[src/rtl/evt_irq_pkg.sv]
package evt_irq_pkg;

    localparam int NUM_SRC = 12;

    localparam int SRC_RX_UNDER  = 0;
    localparam int SRC_RX_OVER   = 1;
    localparam int SRC_RX_FULL   = 2;
    localparam int SRC_TX_OVER   = 3;
    localparam int SRC_TX_EMPTY  = 4;
    localparam int SRC_RD_REQ    = 5;
    localparam int SRC_TX_ABORT  = 6;
    localparam int SRC_RX_DONE   = 7;
    localparam int SRC_ACTIVITY  = 8;
    localparam int SRC_STOP_SEEN = 9;
    localparam int SRC_STRT_SEEN = 10;
    localparam int SRC_GEN_CALL  = 11;

    // Bits held in flops; the two level sources are excluded.
    localparam logic [NUM_SRC-1:0] LATCHED_SET =
        ~((NUM_SRC'(1) << SRC_RX_FULL) | (NUM_SRC'(1) << SRC_TX_EMPTY));

    localparam int ADR_MASKED  = 'h2C;
    localparam int ADR_MASK    = 'h30;
    localparam int ADR_RAW     = 'h34;
    localparam int ADR_RX_THR  = 'h38;
    localparam int ADR_TX_THR  = 'h3C;
    localparam int ADR_CLR_ALL = 'h40;
    localparam int ADR_CLR_LO  = 'h44;

    // Clear addresses are packed densely over the latched bits only.
    function automatic int clr_addr_of(input int idx);
        int rank;
        rank = idx;
        if (idx > SRC_RX_FULL)  rank = rank - 1;
        if (idx > SRC_TX_EMPTY) rank = rank - 1;
        return ADR_CLR_LO + 4 * rank;
    endfunction

    localparam int ADR_CLR_HI = ADR_CLR_LO + 4 * (NUM_SRC - 3);

endpackage

[src/rtl/evt_lvl_cmp.sv]
module evt_lvl_cmp #(
    parameter int LVL_W = 6
) (
    input  logic [LVL_W-1:0] rx_level,
    input  logic [LVL_W-1:0] tx_level,
    input  logic [LVL_W-1:0] rx_thr,
    input  logic [LVL_W-1:0] tx_thr,
    output logic             rx_full,
    output logic             tx_empty
);

    always_comb begin
        rx_full  = (rx_level > rx_thr);
        tx_empty = (tx_level <= tx_thr);
    end

endmodule

[src/rtl/evt_latch_bank.sv]
module evt_latch_bank
    import evt_irq_pkg::*;
#(
    parameter int                  N_SRC   = NUM_SRC,
    parameter logic [N_SRC-1:0]    KEEP    = LATCHED_SET
) (
    input  logic             clk,
    input  logic             rst_n,
    input  logic [N_SRC-1:0] pulse,
    input  logic [N_SRC-1:0] clr_vec,
    output logic [N_SRC-1:0] lat_q
);

    typedef struct packed {
        logic [N_SRC-1:0] lat;
    } bank_t;

    bank_t             st_d, st_q;
    logic [N_SRC-1:0]  nxt_bit;

    for (genvar i = 0; i < N_SRC; i++) begin : g_bit
        if (KEEP[i]) begin : g_keep
            // A new pulse takes priority over a clear in the same cycle.
            assign nxt_bit[i] = pulse[i] | (st_q.lat[i] & ~clr_vec[i]);
        end else begin : g_none
            assign nxt_bit[i] = 1'b0;
        end
    end

    always_comb begin
        st_d     = st_q;
        st_d.lat = nxt_bit;
    end

    always_ff @(posedge clk or negedge rst_n) begin
        if (!rst_n) st_q <= '0;
        else        st_q <= st_d;
    end

    assign lat_q = st_q.lat;

endmodule

[src/rtl/evt_reg_port.sv]
module evt_reg_port
    import evt_irq_pkg::*;
#(
    parameter int ADDR_W = 8,
    parameter int DATA_W = 32,
    parameter int LVL_W  = 6,
    parameter int N_SRC  = NUM_SRC
) (
    input  logic              clk,
    input  logic              rst_n,
    input  logic              sel,
    input  logic              wr,
    input  logic [ADDR_W-1:0] addr,
    input  logic [DATA_W-1:0] wdata,
    input  logic [N_SRC-1:0]  raw_vec,
    output logic [DATA_W-1:0] rdata,
    output logic [N_SRC-1:0]  mask_q,
    output logic [LVL_W-1:0]  rx_thr_q,
    output logic [LVL_W-1:0]  tx_thr_q,
    output logic [N_SRC-1:0]  clr_vec
);

    typedef struct packed {
        logic [N_SRC-1:0] mask;
        logic [LVL_W-1:0] rx_thr;
        logic [LVL_W-1:0] tx_thr;
    } cfg_t;

    cfg_t cfg_d, cfg_q;
    logic rd_acc, wr_acc, hit_all;

    assign rd_acc  = sel & ~wr;
    assign wr_acc  = sel & wr;
    assign hit_all = (addr == ADDR_W'(ADR_CLR_ALL));

    for (genvar i = 0; i < N_SRC; i++) begin : g_clr
        if (LATCHED_SET[i]) begin : g_src
            assign clr_vec[i] = rd_acc & (hit_all | (addr == ADDR_W'(clr_addr_of(i))));
        end else begin : g_lvl
            assign clr_vec[i] = 1'b0;
        end
    end

    always_comb begin
        cfg_d = cfg_q;
        if (wr_acc) begin
            if (addr == ADDR_W'(ADR_MASK))   cfg_d.mask   = wdata[N_SRC-1:0];
            if (addr == ADDR_W'(ADR_RX_THR)) cfg_d.rx_thr = wdata[LVL_W-1:0];
            if (addr == ADDR_W'(ADR_TX_THR)) cfg_d.tx_thr = wdata[LVL_W-1:0];
        end
    end

    always_ff @(posedge clk or negedge rst_n) begin
        if (!rst_n) cfg_q <= '0;
        else        cfg_q <= cfg_d;
    end

    always_comb begin
        rdata = '0;
        if (rd_acc) begin
            if (addr == ADDR_W'(ADR_MASKED))      rdata = DATA_W'(raw_vec & cfg_q.mask);
            else if (addr == ADDR_W'(ADR_MASK))   rdata = DATA_W'(cfg_q.mask);
            else if (addr == ADDR_W'(ADR_RAW))    rdata = DATA_W'(raw_vec);
            else if (addr == ADDR_W'(ADR_RX_THR)) rdata = DATA_W'(cfg_q.rx_thr);
            else if (addr == ADDR_W'(ADR_TX_THR)) rdata = DATA_W'(cfg_q.tx_thr);
        end
    end

    assign mask_q   = cfg_q.mask;
    assign rx_thr_q = cfg_q.rx_thr;
    assign tx_thr_q = cfg_q.tx_thr;

endmodule

[src/rtl/evt_irq_unit.sv]
module evt_irq_unit
    import evt_irq_pkg::*;
#(
    parameter int ADDR_W = 8,
    parameter int DATA_W = 32,
    parameter int LVL_W  = 6
) (
    input  logic              clk,
    input  logic              rst_n,
    input  logic [11:0]       evt_pulse_i,
    input  logic [LVL_W-1:0]  rx_level_i,
    input  logic [LVL_W-1:0]  tx_level_i,
    input  logic              reg_sel_i,
    input  logic              reg_wr_i,
    input  logic [ADDR_W-1:0] reg_addr_i,
    input  logic [DATA_W-1:0] reg_wdata_i,
    output logic [DATA_W-1:0] reg_rdata_o,
    output logic              irq_o
);

    logic [NUM_SRC-1:0] lat_q, clr_vec, raw_vec, mask_vec;
    logic [LVL_W-1:0]   rx_thr, tx_thr;
    logic               rx_full, tx_empty;

    evt_lvl_cmp #(.LVL_W(LVL_W)) cmp_i (
        .rx_level (rx_level_i),
        .tx_level (tx_level_i),
        .rx_thr   (rx_thr),
        .tx_thr   (tx_thr),
        .rx_full  (rx_full),
        .tx_empty (tx_empty)
    );

    evt_latch_bank #(.N_SRC(NUM_SRC), .KEEP(LATCHED_SET)) bank_i (
        .clk     (clk),
        .rst_n   (rst_n),
        .pulse   (evt_pulse_i),
        .clr_vec (clr_vec),
        .lat_q   (lat_q)
    );

    always_comb begin
        raw_vec               = lat_q;
        raw_vec[SRC_RX_FULL]  = rx_full;
        raw_vec[SRC_TX_EMPTY] = tx_empty;
    end

    evt_reg_port #(
        .ADDR_W (ADDR_W),
        .DATA_W (DATA_W),
        .LVL_W  (LVL_W),
        .N_SRC  (NUM_SRC)
    ) port_i (
        .clk      (clk),
        .rst_n    (rst_n),
        .sel      (reg_sel_i),
        .wr       (reg_wr_i),
        .addr     (reg_addr_i),
        .wdata    (reg_wdata_i),
        .raw_vec  (raw_vec),
        .rdata    (reg_rdata_o),
        .mask_q   (mask_vec),
        .rx_thr_q (rx_thr),
        .tx_thr_q (tx_thr),
        .clr_vec  (clr_vec)
    );

    assign irq_o = |(raw_vec & mask_vec);

endmodule

[config.mk]
export PLATFORM = sky130hd
export DESIGN_NAME = evt_irq_unit
export DESIGN_NICKNAME = d
export VERILOG_FILES = /design/src/rtl/evt_irq_pkg.sv /design/src/rtl/evt_lvl_cmp.sv /design/src/rtl/evt_latch_bank.sv /design/src/rtl/evt_reg_port.sv /design/src/rtl/evt_irq_unit.sv
export SDC_FILE = /design/constraint.sdc
export NUM_CORES = 1
export LEC_CHECK = 0
export ABC_AREA = 1
export BUFFER_PORTS_ARGS = -buffer_cell sky130_fd_sc_hd__buf_2
export CORE_ASPECT_RATIO = 0.9
export CORE_MARGIN = 8
export CORE_UTILIZATION = 45
export CTS_CLUSTER_DIAMETER = 150
export CTS_CLUSTER_SIZE = 25
export DETAILED_ROUTE_END_ITERATION = 10
export PLACE_DENSITY = 0.83
export SYNTH_ARGS = -nofsm -noshare
export SYNTH_HDL_FRONTEND = slang
export SYNTH_SLANG_ARGS = --single-unit
[constraint.sdc]
create_clock -name clk -period 1.6 [get_ports clk]
set_input_delay 0.24 -clock clk [delete_from_list [all_inputs] [get_ports clk]]
set_output_delay 0.24 -clock clk [all_outputs]
set_load 0.01 [all_outputs]
==> results.md, run 1 <==
* Syn Inst Count at between 300 and 400
* Final Hold Viols at 0
* Worst setup EP type: output port
* Post-Synth Simple-Gate Area at about a third
* Initial antenna violation count at 0
* Post-synthesis register bit count at 34
* Critical Path Start Type: register
* CTS buffer count at 5
* DRT Pass-1 Iters at 5
* Most frequent cells in the layout: nand2_1 (110), buf_2 (51), buf_4 (44)
* Starting Density at 46.4%
* Syn Std Cell Area at about 2600 um2
* Syn-to-layout area delta at 40.1%
* Asr flop ratio synth at between 90% and 100%
* P_sw at 0.000582 W
* Post-Synth Adder-Cell Area at approximately 5.7%
* Clock transition at path regs at about 70 ps
* Post-synth top area share at between 30% and 40%
* Yosys cell types at 28
* Worst Skew at 0 ps
* Port Buf Inserts at 58
* Number of flops mapped to enable cells by yosys at 0
* Routed wire length at roughly 8.2 mm
* Final Max Slew Viols at 0
* Mux share of post-synthesis cell area at 0%
* Compound-gate portion of the synthesized area at 9.77%
* H-tree levels at 2
* Leading area contributor after synthesis: dfrtp_1
* CP cell instances: inv_2 -> ha_4 -> nand2_2 -> nor2_4 -> nand2_2 -> nand3_2 -> nand3_2 -> nand2_1 -> nand2_1 -> nor2_2 -> buf_2
* PnR worst setup slack at -543 ps
* CP max stage delay at 370 ps
* Gr ovfl total at 0
* Area after DPL at 3140 um2
* Power share of the combinational group at 20.8%
* VDD IR max at approximately 0.38 mV
* Worst Path Arrival at 1900 ps
* Antenna diode count at 0
* Final period util at 134%
* Overall Global Routing Usage at a little under a fifth
* CP Class: reg2out
* Die area at 8500 um2
* Seq/Total Area, Yosys at around 33%
* Fin crit period at between 2000 and 2500 ps
* Number of remaining DRC errors at 0
* Die height at 88.3 um
* Sw Ratio at 29.3%
* Vias at roughly 2,900
* Num rows at 26
* Nets at 561
* DP HPWL at 5.67 mm
* Hold Path Class: in2reg
* Fin area at around 3700 um2
* Worst-skew pair later-pin latency at 290 ps
* Lkg Pwr at about 2 nW
* 1st-iter DRT viols at between 200 and 300
* Core footprint at 5630 um2
* Critical path peak fanout at 2
* Fin util at between 60% and 70%
* Top cells by area, synth: dfrtp_1 (33%), nand2_1 (18%), nand3_1 (6.9%)
* Failing checks: negative setup slack
* Die width at between 90 and 100 um
* Clock Path Buffers at 2
* Ys Warns at 0
* CTS root buf: clkbuf_8
* Most common cell after layout, fill and taps aside: nand2_1
* Share of cells above drive strength 1 at 40.2%
* Status: finished with violations
* Global-route wire length before repair at around 13 mm
* Reg power frac at between 40 and 50%
* Combinational family with the most area after synthesis: simple AND/OR/NAND/NOR gates
* # fillers at 440
* Internal power at about 0.0014 W
* Vias/cell at 5.18
* Critical Path RT at between 1000 and 1500 ps
* # IOs at ~100
* Drt wl/cell at 14.8 um
* ANT nets after route at 0
* Mean Syn Cell Area at 7.02 um2
* Post-synth top flop: dfrtp_1
* Layout Cells excl Fill at between 500 and 600
* Max cap viols at 0
* Setup violators final at 11
* Largest net degree at the start of global routing at 19
* Total power draw at 0.00199 W
* CP max stage cell: dfrtp_1
* FMAX at ~0.47 GHz
* Post-synthesis xor/xnor area fraction at 0%
* Vias in the first global route at around 2,800
* Placed Cells at 530
* RSZ-0062 raised after global routing: true
* RePlAce Congestion at about 0.86
* Pwr dens at between 500 and 600 nW/um2
* CTS tree: built
* Clock power frac at 34.4%
* Sink Count at 34
[layer usage]
metal	GRT usage [%]	wire [um]	up-vias
met5	0	0	-
met4	5.49	183	0
met3	3.65	791	27
met2	32.0	4080	166
met1	22.9	3120	1322
li1	-	-	1342
[flip-flops by register name, indices dropped and copies added (netlist names)]
register / count
port_i.mask_q: 12
bank_i.lat_q: 10
port_i.rx_thr_q: 6
port_i.tx_thr_q: 6
[area by class of cell]
cell class              count  area [um2]  share of cell area [%]
clock buffers               7        86.3                    2.36
clock inverters             1        5.00                   0.137
inverters                  53         216                    5.92
multi-input cells         277        1640                    44.9
flip-flops and latches     34         851                    23.3
well taps                  70        87.6                    2.39
repair buffers            110         771                    21.1
[worst max-delay path, delay by kind of cell (launching register included)]
family / cells / cell delay, ps
AND/OR/NAND/NOR: 8 / 760
buffers and inverters: 2 / 210
flip-flops: 1 / 370
adder cells (fa/ha/maj): 1 / 270
[through the flow]
stage | hold slack, ps | worst slack, ps | TNS [ps]
final | 127 | -543 | -1820
after global routing | 127 | -623 | -2700
after CTS | 124 | -471 | -1560
after detailed placement | 194 | -258 | -1500
after global placement | 188 | -199 | -991
after floorplan | -55.6 | 40.6 | 0
[worst paths after layout]
kind	start	end	slack (ps)	cells past startpoint
worst max-delay path	port_i.rx_thr_q[5]	reg_rdata_o[2]	-540	11
worst min register to register	port_i.rx_thr_q[2]	port_i.rx_thr_q[2]	500	2
worst min-delay path	evt_pulse_i[9]	bank_i.lat_q[9]	130	2
min in group asynchronous	rst_n	port_i.rx_thr_q[4]	410	2
worst max register to register	port_i.tx_thr_q[2]	port_i.tx_thr_q[2]	680	4
max in group asynchronous	rst_n	bank_i.lat_q[9]	750	3
[Yosys cell counts (5+ instances only)]
| library cell | n |
|---|---|
| nand2_1 | 128 |
| inv_1 | 46 |
| nand3_1 | 36 |
| dfrtp_1 | 34 |
| buf_4 | 23 |
| nor2_1 | 21 |
| ha_1 | 12 |
| o21ai_0 | 10 |
| o21ai_2 | 10 |
| a21o_1 | 7 |
| a21oi_1 | 7 |
| o21ai_1 | 6 |
| inv_2 | 5 |
[power groups by stage]
| stage | Combinational (W) | Sequential (W) | Clock, W |
|---|---|---|---|
| floorplan | 0.000199 | 0.000902 | 0 |
| global placement | 0.000309 | 0.000904 | 0 |
| detailed placement | 0.000320 | 0.000905 | 0 |
| CTS | 0.000360 | 0.000888 | 0.000680 |
| global route | 0.000455 | 0.000891 | 0.000717 |
| finish | 0.000413 | 0.000890 | 0.000684 |
[timing repair]
| action | CTS | global route |
|---|---|---|
| pin swaps | 21 | 18 |
| hold buffers | 1 | 0 |
| setup buffers | 6 | 6 |
| cloned | 1 | 0 |
| endpoints found under the hold margin | 16 | 0 |
| setup endpoints to repair | 13 | 13 |
| resized for setup | 34 | 40 |
[cell families after synthesis]
family	count (synthesis)
compound gates	40
fa+ha+maj	12
simple gates	204
flops	34
buf+inv	81
other cells	1
Power figures use the tool's default switching activity.
==> run 2: changes to the inputs <==
--- a/config.mk
+++ b/config.mk
@@ -14,6 +14,7 @@
 export CTS_CLUSTER_SIZE = 25
 export DETAILED_ROUTE_END_ITERATION = 10
 export PLACE_DENSITY = 0.83
+export SETUP_SLACK_MARGIN = 0.1
 export SYNTH_ARGS = -nofsm -noshare
 export SYNTH_HDL_FRONTEND = slang
 export SYNTH_SLANG_ARGS = --single-unit
==> run 2 against run 1 <==
The run still ends with negative setup slack left; design area is 0.65% lower; register-to-register slack better by 50 ps; non-clock buffer count is 7 lower; clock-buffer cell count stayed put; worst setup slack better by 32 ps; fmax is 1.5% higher; worst hold slack better by 1.1 ps; routed wire length is 0.32% lower; power is 4.9% higher; global-route usage is 0.22 points lower; cell count is 1.3% lower; critical path depth stayed put; largest cell class unchanged.
==> results.md, run 2 (synthesis results as in run 1) <==
* CP Class: reg2out
* Clock transition at path regs at 70 ps
* Critical Path Start Type: register
* Overall Global Routing Usage at between 10% and 20%
* FMAX at between 0.4 and 0.5 GHz
* Global-route wire length before repair at about 12 mm
* Sum Neg Setup Slack at -2050 ps
* Failing checks: negative setup slack
* Fin util at 64.6%
* Reg-to-Reg Start: port_i.tx_thr_q[5]
* Final period util at 132%
* Vias in the first global route at ~2,800
* Gr ovfl total at 0
* Antenna diode count at 0
* CP cell instances: inv_2 -> ha_4 -> nand2_4 -> nor2_4 -> nand3_2 -> nand2_2 -> nand2_2 -> nand2_1 -> nand2_1 -> nor2_2 -> buf_2
* CTS root buf: clkbuf_8
* CP max stage delay at 400 ps
* Placed Cells at approximately 530
* # fillers at approximately 440
* Share of cells above drive strength 1 at 40.6%
* Worst-skew pair later-pin latency at between 200 and 300 ps
* Worst setup EP type: output port
* Status: finished with violations
* Sink Count at 34
* Worst Path Arrival at between 1500 and 2000 ps
* CTS buffer count at 5
* Cells on worst reg2reg path at 4
* RePlAce Congestion at ~0.88
* Most common cell after layout, fill and taps aside: nand2_1
* DRT Pass-1 Iters at 5
* RSZ-0062 raised after global routing: true
* DP HPWL at roughly 5.6 mm
* H-tree levels at 2
* Final Max Slew Viols at 0
* Min-delay src: evt_pulse_i[9]
* Fin crit period at approximately 2100 ps
* Die area at between 8000 and 9000 um2
* Setup WS pre-CTS at -170 ps
* Setup violators final at 13
* Number of remaining DRC errors at 0
* Lkg Pwr at ~1.9 nW
* Vias at about 2,700
* Max cap viols at 0
* Die width at around 96 um
* 1st-iter DRT viols at between 200 and 300
* Syn-to-layout area delta at 39.2%
* Drt wl/cell at 14.9 um
* Hold Path Class: in2reg
* VDD IR max at approximately 0.43 mV
* Port Buf Inserts at 58
* Critical Path Stages at 11
* WHS at about 130 ps
* Layout Cells excl Fill at approximately 550
* Crit. Startpoint: port_i.tx_thr_q[2]
* Hold path cells at 2
* Starting Density at 46.4%
* Pwr dens at roughly 570 nW/um2
* Clock Path Buffers at 2
* Worst Skew at 0 ps
* Critical Path RT at 1360 ps
* Num rows at 26
* CP max stage cell: dfrtp_1
* Final Hold Viols at 0
* Nets at 554
* PnR worst setup slack at -511 ps
* Routed wire length at ~8.1 mm
* Max reg flops at 12
* Initial antenna violation count at 0
* ANT nets after route at 0
* Core footprint at between 5000 and 6000 um2
* Most frequent cells in the layout: nand2_1 (113), buf_2 (56), inv_1 (38)
* Largest net degree at the start of global routing at 35
* Vias/cell at between 5 and 6
* WP buf/inv at 2
* Die height at around 88 um
* CP top delay family: simple AND/OR/NAND/NOR gates
* # IOs at 101
* Critical path peak fanout at 2
* CTS tree: built
[run 2: layout make-up]
| type | instances | area [um2] | share of cell area [%] |
|---|---|---|---|
| clock inverters | 1 | 30.0 | 0.826 |
| repair inverters | 1 | 5.00 | 0.138 |
| multi-input cells | 276 | 1700 | 46.7 |
| repair buffers | 103 | 678 | 18.7 |
| flip-flops and latches | 34 | 851 | 23.4 |
| well taps | 70 | 87.6 | 2.41 |
| clock buffers | 7 | 76.3 | 2.10 |
| inverters | 53 | 208 | 5.71 |
[run 2: metal layers]
metal	vias to the layer above	wire, um	global-route usage [%]
met3	28	729	3.65
met4	0	194	6.32
met5	-	0	0
met1	1240	3240	22.5
met2	156	3990	31.4
li1	1324	-	-
[run 2: path summary, 6_finish.rpt]
kind / end / slack [ps]
min: bank_i.lat_q[9] / 130
min in group asynchronous: port_i.mask_q[0] / 510
max in group asynchronous: port_i.mask_q[8] / 770
max: reg_rdata_o[4] / -510
min reg2reg: port_i.rx_thr_q[2] / 500
max reg2reg: port_i.tx_thr_q[5] / 730
[run 2: timing repair]
item / in CTS / in global routing
hold buffers: 1 / 0
endpoints found under the setup margin: 13 / 17
buffers inserted: 8 / 2
hold endpoints to repair: 28 / 0
resized for setup: 40 / 30
cloned: 1 / 0
pin swaps: 14 / 12
[run 2: power breakdown]
group          total [W]  switching [W]  internal (W)
Combinational   0.000415       0.000238      0.000177
Sequential      0.000891      0.0000145      0.000876
Clock           0.000778       0.000312      0.000466
Total            0.00208       0.000565       0.00152
[run 2: through the flow]
step                instance area, um2  total power, W
floorplan                         2690         0.00110
global route                      3630         0.00217
detailed placement                3100         0.00122
finish                            3630         0.00208
global placement                  3100         0.00121
CTS                               3450         0.00203
